--- src/rtl/uart_irq_pkg.sv ---
package uart_irq_pkg;
  localparam int N_SRC = 5;
  // source slots in priority order, index 0 highest
  localparam int S_LINE = 0;
  localparam int S_DATA = 1;
  localparam int S_TMO  = 2;
  localparam int S_THRE = 3;
  localparam int S_MDM  = 4;

  typedef enum logic [2:0] {
    ID_MODEM   = 3'b000,
    ID_THRE    = 3'b001,
    ID_RXDATA  = 3'b010,
    ID_LINE    = 3'b011,
    ID_TIMEOUT = 3'b110
  } irq_id_e;

  function automatic irq_id_e pick_id(input logic [N_SRC-1:0] act);
    if (act[S_LINE])      return ID_LINE;
    else if (act[S_DATA]) return ID_RXDATA;
    else if (act[S_TMO])  return ID_TIMEOUT;
    else if (act[S_THRE]) return ID_THRE;
    else                  return ID_MODEM;
  endfunction

  function automatic logic [7:0] build_iir(input logic any, input irq_id_e id,
                                           input logic fifo);
    return {fifo, fifo, 2'b00, id, ~any};
  endfunction
endpackage

--- src/rtl/uart_irq_sticky.sv ---
module uart_irq_sticky #(
  parameter int W = 4
) (
  input  logic         clk,
  input  logic         rst_n,
  input  logic [W-1:0] set_i,
  input  logic         clr_i,
  output logic         pend_o
);
  logic set_any;
  assign set_any = |set_i;

  always_ff @(posedge clk or negedge rst_n) begin
    if (!rst_n)       pend_o <= 1'b0;
    else if (set_any) pend_o <= 1'b1;
    else if (clr_i)   pend_o <= 1'b0;
  end
endmodule

--- src/rtl/uart_irq_thre.sv ---
module uart_irq_thre (
  input  logic clk,
  input  logic rst_n,
  input  logic empty_i,
  input  logic en_i,
  input  logic clr_i,
  output logic set_o,
  output logic pend_o
);
  logic armed_now, armed_q;
  assign armed_now = empty_i & en_i;
  assign set_o     = armed_now & ~armed_q;

  always_ff @(posedge clk or negedge rst_n) begin
    if (!rst_n) armed_q <= 1'b0;
    else        armed_q <= armed_now;
  end

  uart_irq_sticky #(.W(1)) u_flag (
    .clk(clk), .rst_n(rst_n), .set_i(set_o), .clr_i(clr_i), .pend_o(pend_o)
  );
endmodule

--- src/rtl/uart_irq_prio.sv ---
module uart_irq_prio
  import uart_irq_pkg::*;
(
  input  logic [N_SRC-1:0] act_i,
  input  logic             fifo_i,
  output logic [7:0]       iir_o,
  output logic             irq_o
);
  irq_id_e id;
  logic    any;
  always_comb begin
    any   = |act_i;
    id    = pick_id(act_i);
    iir_o = build_iir(any, id, fifo_i);
    irq_o = any;
  end
endmodule

--- src/rtl/uart_irq_ident.sv ---
module uart_irq_ident
  import uart_irq_pkg::*;
#(
  parameter int ERR_W = 4,
  parameter int MDM_W = 4
) (
  input  logic             clk,
  input  logic             rst_n,
  input  logic [3:0]       ier_en_i,
  input  logic             fifo_mode_i,
  input  logic             rx_ready_i,
  input  logic             rx_trig_i,
  input  logic             rx_timeout_i,
  input  logic             thr_empty_i,
  input  logic [ERR_W-1:0] line_err_i,
  input  logic [MDM_W-1:0] mdm_delta_i,
  input  logic             rd_iir_i,
  input  logic             rd_lsr_i,
  input  logic             rd_msr_i,
  input  logic             wr_thr_i,
  output logic [7:0]       iir_o,
  output logic             irq_o
);
  localparam logic [3:0] THRE_NIBBLE = {ID_THRE, 1'b0};

  logic             line_pend, mdm_pend, thre_pend, thre_set, thre_clr;
  logic             data_src;
  logic [N_SRC-1:0] act;

  uart_irq_sticky #(.W(ERR_W)) u_line (
    .clk(clk), .rst_n(rst_n), .set_i(line_err_i), .clr_i(rd_lsr_i), .pend_o(line_pend)
  );

  uart_irq_sticky #(.W(MDM_W)) u_mdm (
    .clk(clk), .rst_n(rst_n), .set_i(mdm_delta_i), .clr_i(rd_msr_i), .pend_o(mdm_pend)
  );

  assign thre_clr = wr_thr_i | (rd_iir_i & (iir_o[3:0] == THRE_NIBBLE));

  uart_irq_thre u_thre (
    .clk(clk), .rst_n(rst_n), .empty_i(thr_empty_i), .en_i(ier_en_i[1]),
    .clr_i(thre_clr), .set_o(thre_set), .pend_o(thre_pend)
  );

  assign data_src = fifo_mode_i ? rx_trig_i : rx_ready_i;

  always_comb begin
    act         = '0;
    act[S_LINE] = line_pend & ier_en_i[2];
    act[S_DATA] = data_src  & ier_en_i[0];
    act[S_TMO]  = rx_timeout_i & fifo_mode_i & ier_en_i[0];
    act[S_THRE] = thre_pend & ier_en_i[1];
    act[S_MDM]  = mdm_pend  & ier_en_i[3];
  end

  uart_irq_prio u_prio (
    .act_i(act), .fifo_i(fifo_mode_i), .iir_o(iir_o), .irq_o(irq_o)
  );
endmodule

--- config.mk ---
export PLATFORM = sky130hd
export DESIGN_NAME = uart_irq_ident
export DESIGN_NICKNAME = d
export VERILOG_FILES = /design/src/rtl/uart_irq_pkg.sv /design/src/rtl/uart_irq_sticky.sv /design/src/rtl/uart_irq_thre.sv /design/src/rtl/uart_irq_prio.sv /design/src/rtl/uart_irq_ident.sv
export SDC_FILE = /design/constraint.sdc
export NUM_CORES = 1
export LEC_CHECK = 0
export BUFFER_PORTS_ARGS = -buffer_cell sky130_fd_sc_hd__buf_2
export CORE_AREA = 2 2 39 41
export CTS_CLUSTER_SIZE = 16
export DETAILED_ROUTE_END_ITERATION = 10
export DIE_AREA = 0 0 41 43
export PLACE_DENSITY = 0.53
export SYNTH_ARGS = -nofsm -noshare
export SYNTH_HDL_FRONTEND = slang
export SYNTH_SLANG_ARGS = --single-unit
--- constraint.sdc ---
create_clock -name clk -period 0.86 [get_ports clk]
set_input_delay 0.172 -clock clk [delete_from_list [all_inputs] [get_ports clk]]
set_output_delay 0.172 -clock clk [all_outputs]
set_load 0.02 [all_outputs]
==> metrics <==
final net count=95; Hold/Removal Path Class=primary input to register; ratio of cells with drive above 1 in the final layout=0.671; worst hold margin=0.103 ns; deepest clock path buffer count=2; Worst Path Buf+Inv=1; Hold Path Sink=u_mdm.pend_o$_DFFE_PN0P_; All-Layer GR Usage=0.110; CP Data Required Time=0.69 ns; Final ANT Viol Nets=0; Port Buffer Count=29; Static Leakage=0.301 nW; number of cell rows=14; final setup margin=-0.503 ns; area of the mapped netlist=282 um^2; wire per inst=9.02 um; Starting Density=0.203; stage delay of the slowest cell on the critical path=0.38 ns; unrepaired setup endpoints after global routing=yes; number of sinks handled by clock tree synthesis=4; max-slew violation total from the final report=0; kind of cell adding the most delay to the critical path=flip-flops; minimum clock period=1.36 ns; Clock Tree Root=sky130_fd_sc_hd__clkbuf_4; failing checks=negative setup slack; Num CTS Buffers=3; number of diodes added for antenna fixing=0; count of TritonRoute iterations in the first routing pass=2; layout-stage area growth over the synthesis result=107%; Clk Latency, worst-skew pair=0.24 ns; Critical Setup Path Class=register to output port; number of different library cells in the post-synthesis netlist=16; maximum number of pins on one net before global-route repair=6; Max Fclk=734 MHz; cell area after placement=485 um^2; via count of the first global-routing pass=345; Register-to-Register Setup Slack=-0.22 ns; slowest stage cell, crit path=sky130_fd_sc_hd__dfrtp_1; max-capacitance violation count=0; Die X-Extent=41 um; last weighted congestion value of the routability-driven placer=0.556; via/cell ratio=4.24; proportion of synthesized chip area in sequential cells=0.356; clock tree from TritonCTS=done; count of unresolved DRC violations after routing=0; placeable core region=0.00138 mm^2; gate count of the mapped netlist=31; data arrival time of the critical path=1.19 ns; endpoint kind of the worst setup timing path=output port; post-route fraction of the period consumed by the critical path=1.59; Worst IR Drop VDD=0.632 mV; outcome=finished with violations; Layout fillers=150; most common cell after layout, fill and taps aside=sky130_fd_sc_hd__buf_2; clock slew seen by the registers of the worst setup and hold paths=0.04 ns; CP cell instances=nand2_2, o21ai_4, a221o_1, buf_2; detailed router's first-iteration violation count=5; highest-count cells in the layout ignoring fill and taps=25 x sky130_fd_sc_hd__buf_2, 8 x sky130_fd_sc_hd__buf_4, 5 x sky130_fd_sc_hd__buf_6; I/O pin total=32; total vias in the final route=365; final-report hold violation count=0; areal power density over the cells=1140 mW/mm^2; average instance area after synthesis=9.08 um^2; grt ovf=0; Worst R2R End=u_thre.u_flag.pend_o$_DFFE_PN0P_; Crit Reg-Reg Startpoint=u_line.pend_o$_DFFE_PN0P_; count of state elements after synthesis=4; largest driver fanout on the critical path=3; Die Footprint=0.00176 mm^2; Setup Skew=0.00145 ns; worst hold path cell count=2; total of endpoints with negative setup slack in the final report=6; setup tns final=-2.44 ns; chip height=43 um; antenna violations before repair=0; number of levels the H-tree was split into=1; total length of routed wires=776 um; Final Total Pwr=0.664 mW; number of cells traversed by the worst register-to-register path=5; wire length of the first global-routing pass=1240 um; worst hold start=rd_msr_i; design area=583 um^2; kind of start point of the critical path=register; Ys Warns=0
## through the flow
step / cells / setup slack (ns) / util
5_1_grt: 86 / -0.582 / 0.421
2_1_floorplan: 32 / -0.248 / -
3_5_place_dp: 78 / -0.389 / 0.351
3_3_place_gp: 78 / -0.362 / 0.351
4_1_cts: 86 / -0.520 / 0.421
6_report: 86 / -0.503 / 0.421
## cells in the mapped netlist, drive strengths merged
| cell type | n | area, um^2 |
|---|---|---|
| nand4b | 1 | 8.76 |
| o21ai | 4 | 23.8 |
| a32o | 1 | 10.0 |
| conb | 1 | 3.75 |
| a221o | 1 | 10.0 |
| buf | 4 | 30.0 |
| and2 | 2 | 12.5 |
| o211ai | 2 | 15.0 |
| nand2 | 2 | 7.51 |
| inv | 4 | 15.0 |
| dfrtp | 4 | 100 |
| a221oi | 1 | 8.76 |
| nor3b | 1 | 18.8 |
| nor4 | 2 | 12.5 |
| a21oi | 1 | 5.00 |
## routing by layer
| layer | routed length [um] | track usage |
|---|---|---|
| met4 | 0 | 0.0400 |
| met1 | 304 | 0.104 |
| met2 | 322 | 0.163 |
| met3 | 149 | 0.0995 |
| met5 | 0 | 0 |
## area by class of cell
class                   instances  area [um^2]  area share
flip-flops and latches          4          100       0.172
repair buffers                 39          251       0.431
multi-input cells              20          174       0.298
inverters                       4         15.0      0.0258
clock buffers                   3         22.5      0.0386
well taps                      16         20.0      0.0343
## flip-flops by register name, summed over array words and instances (netlist names)
name,flops
u_mdm.pend_o,1
u_thre.armed_q,1
u_line.pend_o,1
u_thre.u_flag.pend_o,1
## worst max-delay path by stage
| stage | from | to | slack [ns] | cells past startpoint |
|---|---|---|---|---|
| detailed placement | fifo_mode_i | irq_o | -0.39 | 5 |
| floorplan | u_line.pend_o$_DFFE_PN0P_ | irq_o | -0.25 | 3 |
| global placement | rx_timeout_i | irq_o | -0.36 | 5 |
| CTS | u_line.pend_o$_DFFE_PN0P_ | irq_o | -0.52 | 4 |
| finish | u_line.pend_o$_DFFE_PN0P_ | irq_o | -0.50 | 4 |
| global route | u_line.pend_o$_DFFE_PN0P_ | irq_o | -0.58 | 4 |
## timing repair
item                                    in CTS  in global routing
endpoints found under the setup margin       6                  7
hold buffers                                 1                  0
pin swaps                                    0                  1
gates resized for setup                     11                  1
setup buffers                                4                  1
endpoints found under the hold margin        4                  0
## logic make-up after synthesis
logic type / count (synthesis) / share of synthesized area
buffers and inverters: 8 / 0.160
AO/OA/AOI/OAI: 10 / 0.258
flip-flops: 4 / 0.356
AND/OR/NAND/NOR: 8 / 0.213
other: 1 / 0.0133
## power breakdown
| group | internal [mW] | switching, mW | leakage, nW | total [mW] |
|---|---|---|---|---|
| logic | 0.120 | 0.0996 | 0.243 | 0.219 |
| clock network | 0.156 | 0.0816 | 0.0138 | 0.238 |
| registers | 0.198 | 0.00947 | 0.0435 | 0.207 |
Note: power is estimated with default switching activity, not from simulation.
